### src/rtl/sadc_pkg.sv
package sadc_pkg;
  localparam int CMD_BITS    = 4;
  localparam int RES_BITS    = 8;
  localparam int RX_BITS     = RES_BITS + 1;
  localparam int RISES_TOTAL = CMD_BITS + RX_BITS;
  localparam int RISE_W      = $clog2(RISES_TOTAL + 1);

  typedef enum logic [1:0] {
    ST_IDLE  = 2'd0,
    ST_WAKE  = 2'd1,
    ST_SHIFT = 2'd2
  } sadc_state_t;

  // start bit, input mode, channel/polarity, msb-first select (always 1)
  function automatic logic [CMD_BITS-1:0] sadc_build_cmd(input logic sgl, input logic odd);
    return {1'b1, sgl, odd, 1'b1};
  endfunction
endpackage

### src/rtl/sadc_sclk_div.sv
module sadc_sclk_div #(
  parameter int HALF_DIV = 50
) (
  input  logic clk,
  input  logic rst_n,
  input  logic en,
  output logic tick
);
  localparam int CW = (HALF_DIV > 1) ? $clog2(HALF_DIV) : 1;
  localparam logic [CW-1:0] LAST = CW'(HALF_DIV - 1);

  logic [CW-1:0] cnt;

  assign tick = en && (cnt == LAST);

  always_ff @(posedge clk or negedge rst_n) begin
    if (!rst_n)        cnt <= '0;
    else if (!en)      cnt <= '0;
    else if (tick)     cnt <= '0;
    else               cnt <= cnt + 1'b1;
  end
endmodule

### src/rtl/sadc_wake_timer.sv
module sadc_wake_timer #(
  parameter int WAKE_CYCLES = 500
) (
  input  logic clk,
  input  logic rst_n,
  input  logic en,
  output logic done
);
  generate
    if (WAKE_CYCLES <= 1) begin : g_single
      assign done = en;
    end else begin : g_count
      localparam int CW = $clog2(WAKE_CYCLES);
      localparam logic [CW-1:0] LAST = CW'(WAKE_CYCLES - 1);
      logic [CW-1:0] cnt;
      assign done = en && (cnt == LAST);
      always_ff @(posedge clk or negedge rst_n) begin
        if (!rst_n)     cnt <= '0;
        else if (!en)   cnt <= '0;
        else if (!done) cnt <= cnt + 1'b1;
      end
    end
  endgenerate
endmodule

### src/rtl/sadc_rx_shift.sv
module sadc_rx_shift #(
  parameter int WIDTH = 9
) (
  input  logic             clk,
  input  logic             rst_n,
  input  logic             clr,
  input  logic             shift,
  input  logic             din,
  output logic [WIDTH-1:0] q
);
  always_ff @(posedge clk or negedge rst_n) begin
    if (!rst_n)      q <= '0;
    else if (clr)    q <= '0;
    else if (shift)  q <= {q[WIDTH-2:0], din};
  end
endmodule

### src/rtl/sadc_host_ctrl.sv
module sadc_host_ctrl
  import sadc_pkg::*;
#(
  parameter int HALF_DIV    = 50,
  parameter int WAKE_CYCLES = 500
) (
  input  logic                clk,
  input  logic                rst_n,
  input  logic                req_valid,
  output logic                req_ready,
  input  logic                req_sgl,
  input  logic                req_odd,
  output logic                res_valid,
  input  logic                res_ready,
  output logic [RES_BITS-1:0] res_data,
  output logic                res_ferr,
  output logic                busy,
  output logic                adc_cs_n,
  output logic                adc_sclk,
  output logic                adc_dio_o,
  output logic                adc_dio_oe,
  input  logic                adc_dio_i
);
  localparam logic [RISE_W-1:0] RISE_RELEASE = RISE_W'(CMD_BITS);
  localparam logic [RISE_W-1:0] RISE_LAST    = RISE_W'(RISES_TOTAL);

  sadc_state_t         state;
  logic [CMD_BITS-1:0] cmd_q;
  logic [RISE_W-1:0]   rise_cnt;
  logic [RISE_W-1:0]   rise_next;
  logic                sclk_q, cs_n_q, dout_q, oe_q, rel_pend;
  logic                rv_q, ferr_q;
  logic [RES_BITS-1:0] data_q;
  logic [RX_BITS-1:0]  rx_q;
  logic                accept, tick, wake_done;
  logic                rise_tick, fall_tick, rx_shift;

  assign req_ready = (state == ST_IDLE) && !rv_q;
  assign accept    = req_valid && req_ready;
  assign rise_next = rise_cnt + 1'b1;
  assign rise_tick = (state == ST_SHIFT) && tick && !sclk_q;
  assign fall_tick = (state == ST_SHIFT) && tick && sclk_q;
  assign rx_shift  = rise_tick && (rise_next > RISE_RELEASE);

  sadc_sclk_div #(.HALF_DIV(HALF_DIV)) div_i (
    .clk(clk), .rst_n(rst_n), .en(state == ST_SHIFT), .tick(tick)
  );

  sadc_wake_timer #(.WAKE_CYCLES(WAKE_CYCLES)) wake_i (
    .clk(clk), .rst_n(rst_n), .en(state == ST_WAKE), .done(wake_done)
  );

  sadc_rx_shift #(.WIDTH(RX_BITS)) rx_i (
    .clk(clk), .rst_n(rst_n), .clr(accept), .shift(rx_shift),
    .din(adc_dio_i), .q(rx_q)
  );

  always_ff @(posedge clk or negedge rst_n) begin
    if (!rst_n) begin
      state    <= ST_IDLE;
      cmd_q    <= '0;
      rise_cnt <= '0;
      sclk_q   <= 1'b0;
      cs_n_q   <= 1'b1;
      dout_q   <= 1'b0;
      oe_q     <= 1'b0;
      rel_pend <= 1'b0;
      rv_q     <= 1'b0;
      ferr_q   <= 1'b0;
      data_q   <= '0;
    end else begin
      if (rv_q && res_ready) rv_q <= 1'b0;
      rel_pend <= 1'b0;
      if (rel_pend) begin
        oe_q   <= 1'b0;
        dout_q <= 1'b0;
      end
      unique case (state)
        ST_IDLE: begin
          if (accept) begin
            cmd_q    <= sadc_build_cmd(req_sgl, req_odd);
            dout_q   <= 1'b1;
            oe_q     <= 1'b1;
            cs_n_q   <= 1'b0;
            rise_cnt <= '0;
            state    <= ST_WAKE;
          end
        end
        ST_WAKE: begin
          if (wake_done) state <= ST_SHIFT;
        end
        ST_SHIFT: begin
          if (rise_tick) begin
            sclk_q   <= 1'b1;
            rise_cnt <= rise_next;
            if (rise_next == RISE_RELEASE) rel_pend <= 1'b1;
          end else if (fall_tick) begin
            sclk_q <= 1'b0;
            if (rise_cnt == RISE_LAST) begin
              cs_n_q <= 1'b1;
              rv_q   <= 1'b1;
              data_q <= rx_q[RES_BITS-1:0];
              ferr_q <= rx_q[RX_BITS-1];
              state  <= ST_IDLE;
            end else if (rise_cnt < RISE_RELEASE) begin
              dout_q <= cmd_q[CMD_BITS-2];
              cmd_q  <= {cmd_q[CMD_BITS-2:0], 1'b0};
            end
          end
        end
        default: state <= ST_IDLE;
      endcase
    end
  end

  assign busy       = (state != ST_IDLE);
  assign adc_cs_n   = cs_n_q;
  assign adc_sclk   = sclk_q;
  assign adc_dio_o  = dout_q;
  assign adc_dio_oe = oe_q;
  assign res_valid  = rv_q;
  assign res_data   = data_q;
  assign res_ferr   = ferr_q;
endmodule

### config.mk
export PLATFORM = sky130hd
export DESIGN_NAME = sadc_host_ctrl
export DESIGN_NICKNAME = d
export VERILOG_FILES = /design/src/rtl/sadc_pkg.sv /design/src/rtl/sadc_sclk_div.sv /design/src/rtl/sadc_wake_timer.sv /design/src/rtl/sadc_rx_shift.sv /design/src/rtl/sadc_host_ctrl.sv
export SDC_FILE = /design/constraint.sdc
export NUM_CORES = 1
export LEC_CHECK = 0
export ABC_AREA = 0
export CAP_MARGIN = 5
export CORE_ASPECT_RATIO = 0.6
export CORE_MARGIN = 4
export CORE_UTILIZATION = 50
export CTS_BUF_LIST = sky130_fd_sc_hd__clkbuf_8 sky130_fd_sc_hd__clkbuf_16
export CTS_CLUSTER_SIZE = 24
export DETAILED_ROUTE_END_ITERATION = 10
export PLACE_DENSITY = 0.71
export SLEW_MARGIN = 25
export SYNTH_ARGS = -nofsm -noshare
export SYNTH_HDL_FRONTEND = slang
export SYNTH_SLANG_ARGS = --single-unit
### constraint.sdc
create_clock -name clk -period 2.2 [get_ports clk]
set_clock_uncertainty 0.15 [all_clocks]
set_input_delay 0.22 -clock clk [delete_from_list [all_inputs] [get_ports clk]]
set_output_delay 0.22 -clock clk [all_outputs]
set_load 0.01 [all_outputs]
* Word-level counts from Yosys, hierarchy flattened
Index checks and enable logic that the tools add are counted. Widths: inputs -> output; s select.
Storage, ports and cells: bits of input ports 7, word-level logic and storage cells 103, flip-flop bits (word level) 48, output and inout bits 16
Operators by class: equality and inequality tests 15, bitwise logic cells 1, reduce and logical (&&, ||, !) cells 22, $lt $le $gt $ge 2, mux-type cells 46, $add $sub $neg 3
Operators by type and width (number):
- $mux 9 | 4
- $mux 1 | 23
- $ne 2x2->1 const B | 9
- $mux 3 | 5
- $mux 6 | 2
- $mux 2 | 5
- $reduce_and 5->1 | 2
- $add 9x1->9 const B | 1
- $eq 9x9->1 const B | 1
- $logic_and 1x1->1 | 9
- $mux 4 | 2
- $pmux 4 s2 | 1
- $reduce_bool 2->1 | 4
- $add 6x1->6 const B | 1
- $eq 6x6->1 const B | 1
- $pmux 2 s3 | 1
- $pmux 3 s2 | 1
- $reduce_and 6->1 | 1
- $add 4x1->4 const B | 1
- $eq 4x3->1 const B | 1
- $eq 4x4->1 const B | 1
- $gt 4x3->1 const B | 1
- $lt 4x3->1 const B | 1
- $pmux 1 s2 | 2
- other kinds (8) | 9

* Longest topological paths before layout
Gate-level depths: netlist (run 1).
depth in word-level cells 7, mapped depth 7

* Modules after synthesis
From an unflattened synthesis (run 1), not the netlist that was laid out.
Second synthesis, totals: cells, all modules 191, area, all modules 2218.4 um^2
Modules (own cells, without submodules):
- sadc_host_ctrl | cells an instance 88, area an instance 1078.5 um^2, instances 1
- sadc_wake_timer | cells an instance 46, area an instance 484.2 um^2, instances 1
- sadc_rx_shift | cells an instance 29, area an instance 364.1 um^2, instances 1
- sadc_sclk_div | cells an instance 28, area an instance 291.5 um^2, instances 1

* Worst setup path before layout (run 1)
OpenSTA, ideal clock, no wires.
kind register to register, from reg div_i.cnt[1], to reg rx_i.q[0], data required time 1.925 ns, arrival 1.960 ns, path buffers 0, cell stages (with the launch flop) 7, path slack -0.034 ns, cell sequence dfrtp_1 > inv_1 > ha_1 > nand4b_1 > or4_4 > a311oi_4 > mux2_2
Between the ends: cells in the longest elaborated chain, start to end 6
Ends and longest elaborated chain:
- from (decl) | RTL line sadc_sclk_div.sv:12 | logic [CW-1:0] cnt;
- from (signal assigned) | RTL line sadc_sclk_div.sv:20 | else cnt <= cnt + 1'b1;
- $eq 6x6->1 | RTL line sadc_sclk_div.sv:14 | assign tick = en && (cnt == LAST);
- $logic_and 1x1->1 | RTL line sadc_sclk_div.sv:14
- $logic_and 1x1->1 (2 in series) | RTL line sadc_host_ctrl.sv:41 | assign rise_tick = (state == ST_SHIFT) && tick && !sclk_q;
- $logic_and 1x1->1 | RTL line sadc_host_ctrl.sv:43 | assign rx_shift = rise_tick && (rise_next > RISE_RELEASE);
- $reduce_bool 2->1 (no source line)
- to (signal assigned) | RTL line sadc_rx_shift.sv:14 | else if (shift) q <= {q[WIDTH-2:0], din};
- to (decl) | RTL line sadc_rx_shift.sv:9 | output logic [WIDTH-1:0] q
No other way between the ends. A chain may end at the register's enable or synchronous reset.

* Final worst setup path (run 1)
from reg div_i.cnt[1], to reg rx_i.q[5]
Same word-level chain as after synthesis.

==> results of run 1 <==
metal layers:
metal  share of wire (%)  GRT usage, %
met1                  47          23.1
met2                  48          30.2
met3                 3.7          4.57
met4                 1.3          6.17
met5                   0             0
power breakdown:
| group | internal (mW) | total (mW) | switching [mW] |
|---|---|---|---|
| Sequential | 0.881 | 0.881 | 0.0000000000000000790 |
| Combinational | 0.0141 | 0.0344 | 0.0203 |
| Clock | 0.218 | 0.512 | 0.294 |
| Total | 1.11 | 1.43 | 0.314 |
final cells by class:
type / count / area [sq um]
flip-flops and latches: 48 / 1200
clock buffers: 5 / 68.8
well taps: 60 / 75.1
fillers: 340 / 1340
inverters: 13 / 48.8
repair buffers: 43 / 425
multi-input cells: 134 / 1010
clock inverters: 3 / 16.3
what timing repair did:
action                                  in CTS  in global routing
cloned                                       0                  1
setup buffers                                3                  4
gates resized for setup                      2                 19
pin swaps                                    1                  1
endpoints found under the setup margin      14                 18
hold endpoints to repair                    48                  0
hold buffers                                 1                  0
placed cells by master, fill, tap and decap left out, types with 6 or more instances in the layout:
cell type	instances
mux2_4	12
nor2_1	20
xnor2_1	6
buf_4	15
clkdlybuf4s50_1	21
nand2_1	19
o21ai_0	10
nand3_1	8
inv_1	13
dfrtp_1	47
kinds of logic after synthesis:
family	Yosys count	synth area share, %
AND/OR/NAND/NOR	73	16.4
flip-flops	48	54.5
multiplexers	23	11.4
AO/OA/AOI/OAI	21	6.69
buffers and inverters	19	3.23
XOR/XNOR	11	4.37
adder cells (fa/ha/maj)	6	3.40
stage by stage:
stage,setup WS (ps),total power [mW],hold WS [ps],cell area (sq um)
after detailed placement,-77.8,0.933,72.8,2590
after floorplan,-34.4,0.901,-226,2210
after CTS,-15.5,1.44,277,2710
after global placement,32.0,0.932,71.7,2590
after global routing,-76.1,1.48,296,2850
final,9.08,1.43,263,2850
worst min-delay path, stage by stage:
cell and delay [ps]:
dlygate4sd3_1 520, buf_2 120, buf_12 240
sequential cells by signal, indices dropped and copies added, names as in the netlist:
signal,flops
rx_i.q,9
wake_i.g_count.cnt,9
res_data,8
div_i.cnt,6
rise_cnt,4
cmd_q,3
state,2
adc_cs_n,1
adc_dio_o,1
adc_dio_oe,1
adc_sclk,1
rel_pend,1
res_ferr,1
res_valid,1
path summary, 6_finish.rpt:
path | slack (ps) | to | depth (start not counted) | from
worst max-delay path | 9 | rx_i.q[5] | 7 | div_i.cnt[1]
worst min-delay path | 260 | wake_i.g_count.cnt[8] | 3 | rst_n
worst max register to register | 9 | rx_i.q[5] | 7 | div_i.cnt[1]
worst min register to register | 300 | adc_dio_oe | 1 | rel_pend
max in group asynchronous | 1370 | adc_cs_n | 3 | rst_n
min in group clk | 300 | adc_dio_oe | 1 | rel_pend
==> impl_metrics.env, run 1 <==
export IMPL_status="finished, final reports clean"
export IMPL_crit_chain="inv_2, ha_4, nand4b_1, or4_4, a311oi_4, buf_6, mux2_2"
export IMPL_ant_nets=0
export IMPL_antenna_found_initial=0
export IMPL_io_buffer_count=22
export IMPL_ys_types=37
export IMPL_cts_tree="yes"
export IMPL_crit_family="simple AND/OR/NAND/NOR gates"
export IMPL_root_buffer="clkbuf_8"
export IMPL_post_drt_via_cell_ratio=5.14
export IMPL_drcViolationCount=0
export IMPL_synthesis_area_sq_um=2210
export IMPL_die_width_um=93.8
export IMPL_htreeDepth=2
export IMPL_totalNegativeSetupSlack_ps=0
export IMPL_top_level_ports=23
export IMPL_fin_nets=258
export IMPL_avgSynthCellArea_sq_um=11.0
export IMPL_cp_slowest_cell="or4_4"
export IMPL_grt_max_degree=49
export IMPL_clkSlewWorstSetupHoldPaths_ps=90
export IMPL_dieArea_sq_um=5570
export IMPL_dp_hpwl_mm=3.09
export IMPL_slew_headroom_pct=71.7
export IMPL_fin_util_pct=67.9
export IMPL_syn_inst=201
export IMPL_dr_pass1_iters=4
export IMPL_drive_gt1_share_pct=23.6
export IMPL_cts_buffers=5
export IMPL_num_antenna_cells=0
export IMPL_min_path_type="input port to asynchronous set/reset pin"
export IMPL_cp_data_arrival_time_ps=2240
export IMPL_drt_initial_drc_count=77
export IMPL_drv_cap=0
export IMPL_synth_top_area_share_pct=53.3
export IMPL_grt_pass1_wl_mm=7.65
export IMPL_wirelength_mm=4.65
export IMPL_cp_required_ps=2250
export IMPL_grt_overflow_total=0
export IMPL_synth_edff_count=0
export IMPL_fp_coreArea_sq_um=4190
export IMPL_yosysSeqAreaShare_pct=54.5
export IMPL_critPathCaptureType="register"
export IMPL_track_usage_pct=18.0
export IMPL_rsz0062_at_grt="yes"
export IMPL_clk_latency_ps=300
export IMPL_period_share_pct=99.6
export IMPL_syn_nets=214
export IMPL_hold_viol=0
export IMPL_finalCriticalPeriod_ps=2190
export IMPL_max_freq_mhz=456
export IMPL_vias=1572
export IMPL_cts_sinks=48
export IMPL_ir_worst_vdd_uv=322
export IMPL_ys_ff_latch=48
export IMPL_fp_dieH_um=59.5
export IMPL_start_util_pct=52.7
export IMPL_p_leak_nw=1.33
export IMPL_cp_max_fo=8
export IMPL_powerDensity_nw_per_um2=502
export IMPL_layout_cells_non_filler=306
export IMPL_cpPeakStageDelay_ps=460
export IMPL_synth_common_cells="dfrtp_1, nor2_1, nand2_1, mux2_2, inv_1"
export IMPL_synth_ff_type="dfrtp_1"
export IMPL_gp_congestion=0.760
export IMPL_num_rows=18
export IMPL_yosysWarnings=0
export IMPL_async_flop_share_pct=100
export IMPL_netlist_top_cell_by_area="dfrtp_1"
export IMPL_yosysMostFrequentCell="dfrtp_1"
export IMPL_path_buf_inv=2
export IMPL_worst_slew_pin_slew_ps=425
export IMPL_synthToLayoutAreaGrowth_pct=29.0
export IMPL_yosys_top_cells_area="dfrtp_1, mux2_2, ha_1, nor2_1, nand2_1"
export IMPL_critPathKind="register to register"
export IMPL_wire_per_inst_um=15.2
export IMPL_cts_buffer_depth=2
export IMPL_place_inst=289
export IMPL_final_max_slew_viol_count=0
export IMPL_finalSetupViolCount=0
export IMPL_critPathLaunchType="register"
export IMPL_grt_pass1_vias=1630
No activity file was read; power rests on OpenSTA's default activity.
==> run 2: changes to the inputs <==
- CORE_UTILIZATION: 50 -> 59
- DONT_BUFFER_PORTS: not set -> 1
- clock period: 2.2 -> 2.7 ns (I/O delays scaled with it)
==> run 2 against run 1 <==
Effect of this change:
- register-to-register slack better by 140 ps
- setup slack better by 140 ps
- core utilization up 3.0 points
- combinational power down 34%
- highest routed layer unchanged
- cell area down 15%
- global-route usage down 0.35 points
==> impl_metrics.env, run 2 (same netlist as run 1, synthesis figures left out) <==
export IMPL_status="finished, final reports clean"
export IMPL_cp_max_fo=11
export IMPL_critPathLaunchType="register"
export IMPL_htreeDepth=2
export IMPL_vias=1434
export IMPL_crit_family="simple AND/OR/NAND/NOR gates"
export IMPL_grt_overflow_total=0
export IMPL_track_usage_pct=17.7
export IMPL_period_share_pct=94.3
export IMPL_grt_pass1_vias=1379
export IMPL_cp_data_arrival_time_ps=2580
export IMPL_crit_chain="inv_1, ha_1, nand4b_1, or4_4, a311oi_4, mux2_2"
export IMPL_ff_latch_area_sq_um=1200
export IMPL_dpl_instance_area_sq_um=2280
export IMPL_drive_gt1_share_pct=18.4
export IMPL_finalCriticalPeriod_ps=2550
export IMPL_final_common_cell="dfrtp_1"
export IMPL_multi_input_area_sq_um=932
export IMPL_fin_nets=224
export IMPL_place_inst=245
export IMPL_synthToLayoutAreaGrowth_pct=10.0
export IMPL_critPathCaptureType="register"
export IMPL_io_buffer_count=0
export IMPL_wirelength_mm=3.91
export IMPL_grt_max_degree=49
export IMPL_post_drt_via_cell_ratio=5.58
export IMPL_cts_sinks=48
export IMPL_hold_viol=0
export IMPL_max_freq_mhz=393
export IMPL_num_fill_cells=264
export IMPL_slew_headroom_pct=58.7
export IMPL_drcViolationCount=0
export IMPL_whs_ps=66.5
export IMPL_layout_cells_non_filler=257
export IMPL_grt_pass1_wl_mm=6.62
export IMPL_cts_buffer_depth=2
export IMPL_cp_slowest_cell="a311oi_4"
export IMPL_drt_initial_drc_count=94
export IMPL_critPathKind="register to register"
export IMPL_worst_slew_pin_slew_ps=619
export IMPL_dr_pass1_iters=4
export IMPL_ir_worst_vdd_uv=316
export IMPL_gp_congestion=0.772
export IMPL_powerDensity_nw_per_um2=483
export IMPL_totalNegativeSetupSlack_ps=0
export IMPL_fin_area_sq_um=2430
export IMPL_num_rows=16
export IMPL_final_max_slew_viol_count=0
export IMPL_final_cell_mix="dfrtp_1, nor2_1, nand2_1, mux2_2, inv_1"
export IMPL_min_path_type="input port to register"
export IMPL_rsz0062_at_grt="no"
export IMPL_top_level_ports=23
export IMPL_ant_nets=0
export IMPL_ctsResizeCount=0
export IMPL_wire_per_inst_um=15.2
export IMPL_root_buffer="clkbuf_8"
export IMPL_fp_dieH_um=55.4
export IMPL_cts_buffers=5
export IMPL_fp_coreArea_sq_um=3420
export IMPL_path_buf_inv=1
export IMPL_dieArea_sq_um=4810
export IMPL_clkSlewWorstSetupHoldPaths_ps=90
export IMPL_cp_required_ps=2740
export IMPL_num_antenna_cells=0
export IMPL_fin_util_pct=70.9
export IMPL_p_leak_nw=1.15
export IMPL_cts_tree="yes"
export IMPL_clk_latency_ps=300
export IMPL_start_util_pct=64.4
export IMPL_die_width_um=86.9
export IMPL_cpPeakStageDelay_ps=560
export IMPL_finalSetupViolCount=0
export IMPL_drv_cap=0
export IMPL_antenna_found_initial=0
export IMPL_dp_hpwl_mm=2.74
-- run 2: cell count changes in the layout (fill, tap and decap cells not counted), sizes merged --
cell / delta
clkdlybuf4s50: -21
buf: -14
dlygate4sd3: +2
clkinv: +1
clkinvlp: -1
inv: -1
-- run 2: power by group --
| group | switching (mW) | total, mW | internal (mW) |
|---|---|---|---|
| registers | 0.000000000000000103 | 0.718 | 0.718 |
| logic | 0.0151 | 0.0228 | 0.00771 |
| clock network | 0.227 | 0.432 | 0.204 |
-- run 2: path summary, 6_finish.rpt --
check                                  start           to  slack [ps]  cells past startpoint
worst max-delay path            div_i.cnt[1]    rx_i.q[0]         150                      6
worst min-delay path                 req_sgl     cmd_q[2]          70                      3
worst max register to register  div_i.cnt[1]    rx_i.q[0]         150                      6
worst min register to register      rel_pend   adc_dio_oe         320                      1
max in group asynchronous              rst_n     adc_cs_n        1790                      2
min in group asynchronous              rst_n  rise_cnt[0]         340                      2
-- run 2: tightest hold or removal path: cells and delay by family --
| family | cells | cell delay (ps) |
|---|---|---|
| muxes | 1 | 130 |
| and+or+nand+nor | 2 | 90 |
-- run 2: layout make-up --
| type | instances | area share (%) |
|---|---|---|
| Timing Repair Buffer | 9 | 3.92 |
| Clock buffer | 6 | 3.40 |
| Inverter | 13 | 2.01 |
| Multi-Input combinational cell | 134 | 38.4 |
| Clock inverter | 2 | 0.412 |
| Tap cell | 45 | 2.32 |
| Sequential cell | 48 | 49.5 |
-- run 2: stage by stage --
step | worst slack, ps | power (mW)
after floorplan | 466 | 0.734
after global placement | 264 | 0.734
after detailed placement | 200 | 0.734
after CTS | 163 | 1.18
after global routing | 59.5 | 1.23
final | 154 | 1.17
-- run 2: repair_timing --
| action | CTS | global route |
|---|---|---|
| hold buffers | 4 | 0 |
| hold endpoints to repair | 50 | 0 |
| buffers inserted | 0 | 0 |
-- run 2: routing by layer --
layer  up-vias  GRT usage [%]  share of wire, %
li1        690              -                 -
met1       704           24.6                48
met2        38           25.6                47
met3         2           7.28               4.6
met4         0           4.22              0.72
met5         -              0                 0
==> run 3: changes to the inputs <==
- CTS_BUF_LIST: sky130_fd_sc_hd__clkbuf_8 sky130_fd_sc_hd__clkbuf_16 -> sky130_fd_sc_hd__clkbuf_4 sky130_fd_sc_hd__clkbuf_8 sky130_fd_sc_hd__clkbuf_16
- REMOVE_ABC_BUFFERS: not set -> 1
==> run 3 against run 2 <==
Effect of this change:
- non-clock buffer count down 2
- count of clock-buffer cells in the layout down 1
- flip-flop and latch count unchanged
- final cell count down 0.78%
- critical path depth up 1
- sequential power about the same
- first-iteration DRC count down 23%
- largest cell class unchanged
==> impl_metrics.env, run 3 (same netlist as run 1, synthesis figures left out) <==
export IMPL_status="finished, final reports clean"
export IMPL_grt_pass1_vias=1476
export IMPL_critPathLaunch="div_i.cnt[1]"
export IMPL_num_rows=16
export IMPL_ir_worst_vdd_uv=376
export IMPL_power_mw=1.17
export IMPL_critPathLaunchType="register"
export IMPL_cpPeakStageDelay_ps=540
export IMPL_cts_buffers=5
export IMPL_r2r_start="div_i.cnt[1]"
export IMPL_finalSetupViolCount=0
export IMPL_wl_met3_um=147
export IMPL_cp_max_fo=11
export IMPL_top_level_ports=23
export IMPL_critPathKind="register to register"
export IMPL_cp_required_ps=2740
export IMPL_clkSlewWorstSetupHoldPaths_ps=90
export IMPL_root_buffer="clkbuf_8"
export IMPL_grt_max_degree=49
export IMPL_antenna_found_initial=0
export IMPL_cp_data_arrival_time_ps=2420
export IMPL_cp_slowest_cell="or4_4"
export IMPL_drv_cap=0
export IMPL_path_buf_inv=2
export IMPL_num_antenna_cells=0
export IMPL_period_share_pct=88.2
export IMPL_dpl_instance_area_sq_um=2260
export IMPL_finalCriticalPeriod_ps=2380
export IMPL_wl_met2_mm=1.97
export IMPL_critPathCaptureType="register"
export IMPL_gp_congestion=0.824
export IMPL_drive_gt1_share_pct=17.6
export IMPL_fp_coreArea_sq_um=3420
export IMPL_crit_chain="inv_1, ha_1, nand4b_1, or4_4, a311oi_4, buf_4, mux2_2"
export IMPL_r2r_end="rx_i.q[1]"
export IMPL_worst_slew_pin_slew_ps=572
export IMPL_synthToLayoutAreaGrowth_pct=9.36
export IMPL_drt_initial_drc_count=72
export IMPL_fin_nets=222
export IMPL_dieArea_sq_um=4810
export IMPL_io_buffer_count=0
export IMPL_dr_pass1_iters=4
export IMPL_routed_top_layer="met4"
export IMPL_ant_nets=0
export IMPL_grt_overflow_total=0
export IMPL_min_path_type="input port to register"
export IMPL_post_drt_via_cell_ratio=5.63
export IMPL_final_max_slew_viol_count=0
export IMPL_final_cell_mix="dfrtp_1, nor2_1, nand2_1, mux2_2, inv_1"
export IMPL_rsz0062_at_grt="no"
export IMPL_max_freq_mhz=420
export IMPL_hold_viol=0
export IMPL_whs_ps=58.7
export IMPL_totalNegativeSetupSlack_ps=0
export IMPL_slew_headroom_pct=61.6
export IMPL_crit_end="rx_i.q[1]"
export IMPL_p_leak_nw=1.13
export IMPL_worst_path_stages=7
export IMPL_grt_pass1_wl_mm=6.95
export IMPL_htreeDepth=2
export IMPL_die_width_um=86.9
export IMPL_place_inst=243
export IMPL_start_util_pct=64.4
export IMPL_post_cts_setup_buffers=0
export IMPL_cts_sinks=48
export IMPL_crit_family="simple AND/OR/NAND/NOR gates"
export IMPL_powerDensity_nw_per_um2=485
export IMPL_layout_cells_non_filler=255
export IMPL_r2r_slack_ps=320
export IMPL_final_common_cell="dfrtp_1"
export IMPL_dp_hpwl_mm=2.96
export IMPL_fp_dieH_um=55.4
export IMPL_met1Wirelength_mm=1.89
export IMPL_fin_area_sq_um=2410
export IMPL_multi_input_area_sq_um=932
export IMPL_track_usage_pct=18.6
export IMPL_ff_latch_area_sq_um=1200
export IMPL_wirelength_mm=4.10
export IMPL_num_fill_cells=262
export IMPL_drcViolationCount=0
export IMPL_cts_buffer_depth=2
export IMPL_cts_tree="yes"
export IMPL_vias=1435
export IMPL_wire_per_inst_um=16.1
export IMPL_clk_latency_ps=300
export IMPL_r2r_cells=7
## run 3: final cells by class
class / instances / area share (%)
inverter: 13 / 2.02
clock buffer: 5 / 2.85
sequential: 48 / 49.8
clock inverter: 3 / 0.985
tap: 45 / 2.33
multi-input combinational: 134 / 38.6
timing repair buffer: 7 / 3.32
## run 3: stage by stage
stage / util [%] / setup slack (ps)
6_report: 70.5 / 320
5_1_grt: 70.5 / 233
4_1_cts: 70.5 / 318
3_5_place_dp: 66.1 / 339
3_3_place_gp: 66.1 / 414
2_1_floorplan: - / 394
## run 3: what timing repair did
item / CTS / global route
endpoints found under the hold margin: 50 / 0
gates resized for setup: 0 / 0
hold buffers: 4 / 0
## run 3: power breakdown
| group | switching, mW | internal, mW | total, mW |
|---|---|---|---|
| sequential | 0.0000000000000000899 | 0.718 | 0.718 |
| combinational | 0.0151 | 0.00772 | 0.0229 |
| clock | 0.246 | 0.184 | 0.430 |
| total | 0.261 | 0.909 | 1.17 |
## run 3: worst min-delay path by stage
stage / start / end / slack [ps] / cells after the start
3_3_place_gp: rst_n / div_i.cnt[2] / -170 / 0
3_5_place_dp: rst_n / div_i.cnt[0] / -170 / 0
4_1_cts: req_sgl / cmd_q[2] / 50 / 3
5_1_grt: req_sgl / cmd_q[2] / 70 / 3
2_1_floorplan: rst_n / adc_dio_o / -180 / 0
6_report: req_sgl / cmd_q[2] / 60 / 3
## run 3: metal layers
metal,vias to the layer above,global-route usage [%]
li1,697,-
met1,703,24.4
met2,24,28.9
met3,11,5.20
met4,0,7.33
met5,-,0
## run 3: tightest hold or removal path, delay by kind of cell
kind | cells | cell delay [ps]
simple gates | 2 | 90
mux | 1 | 130
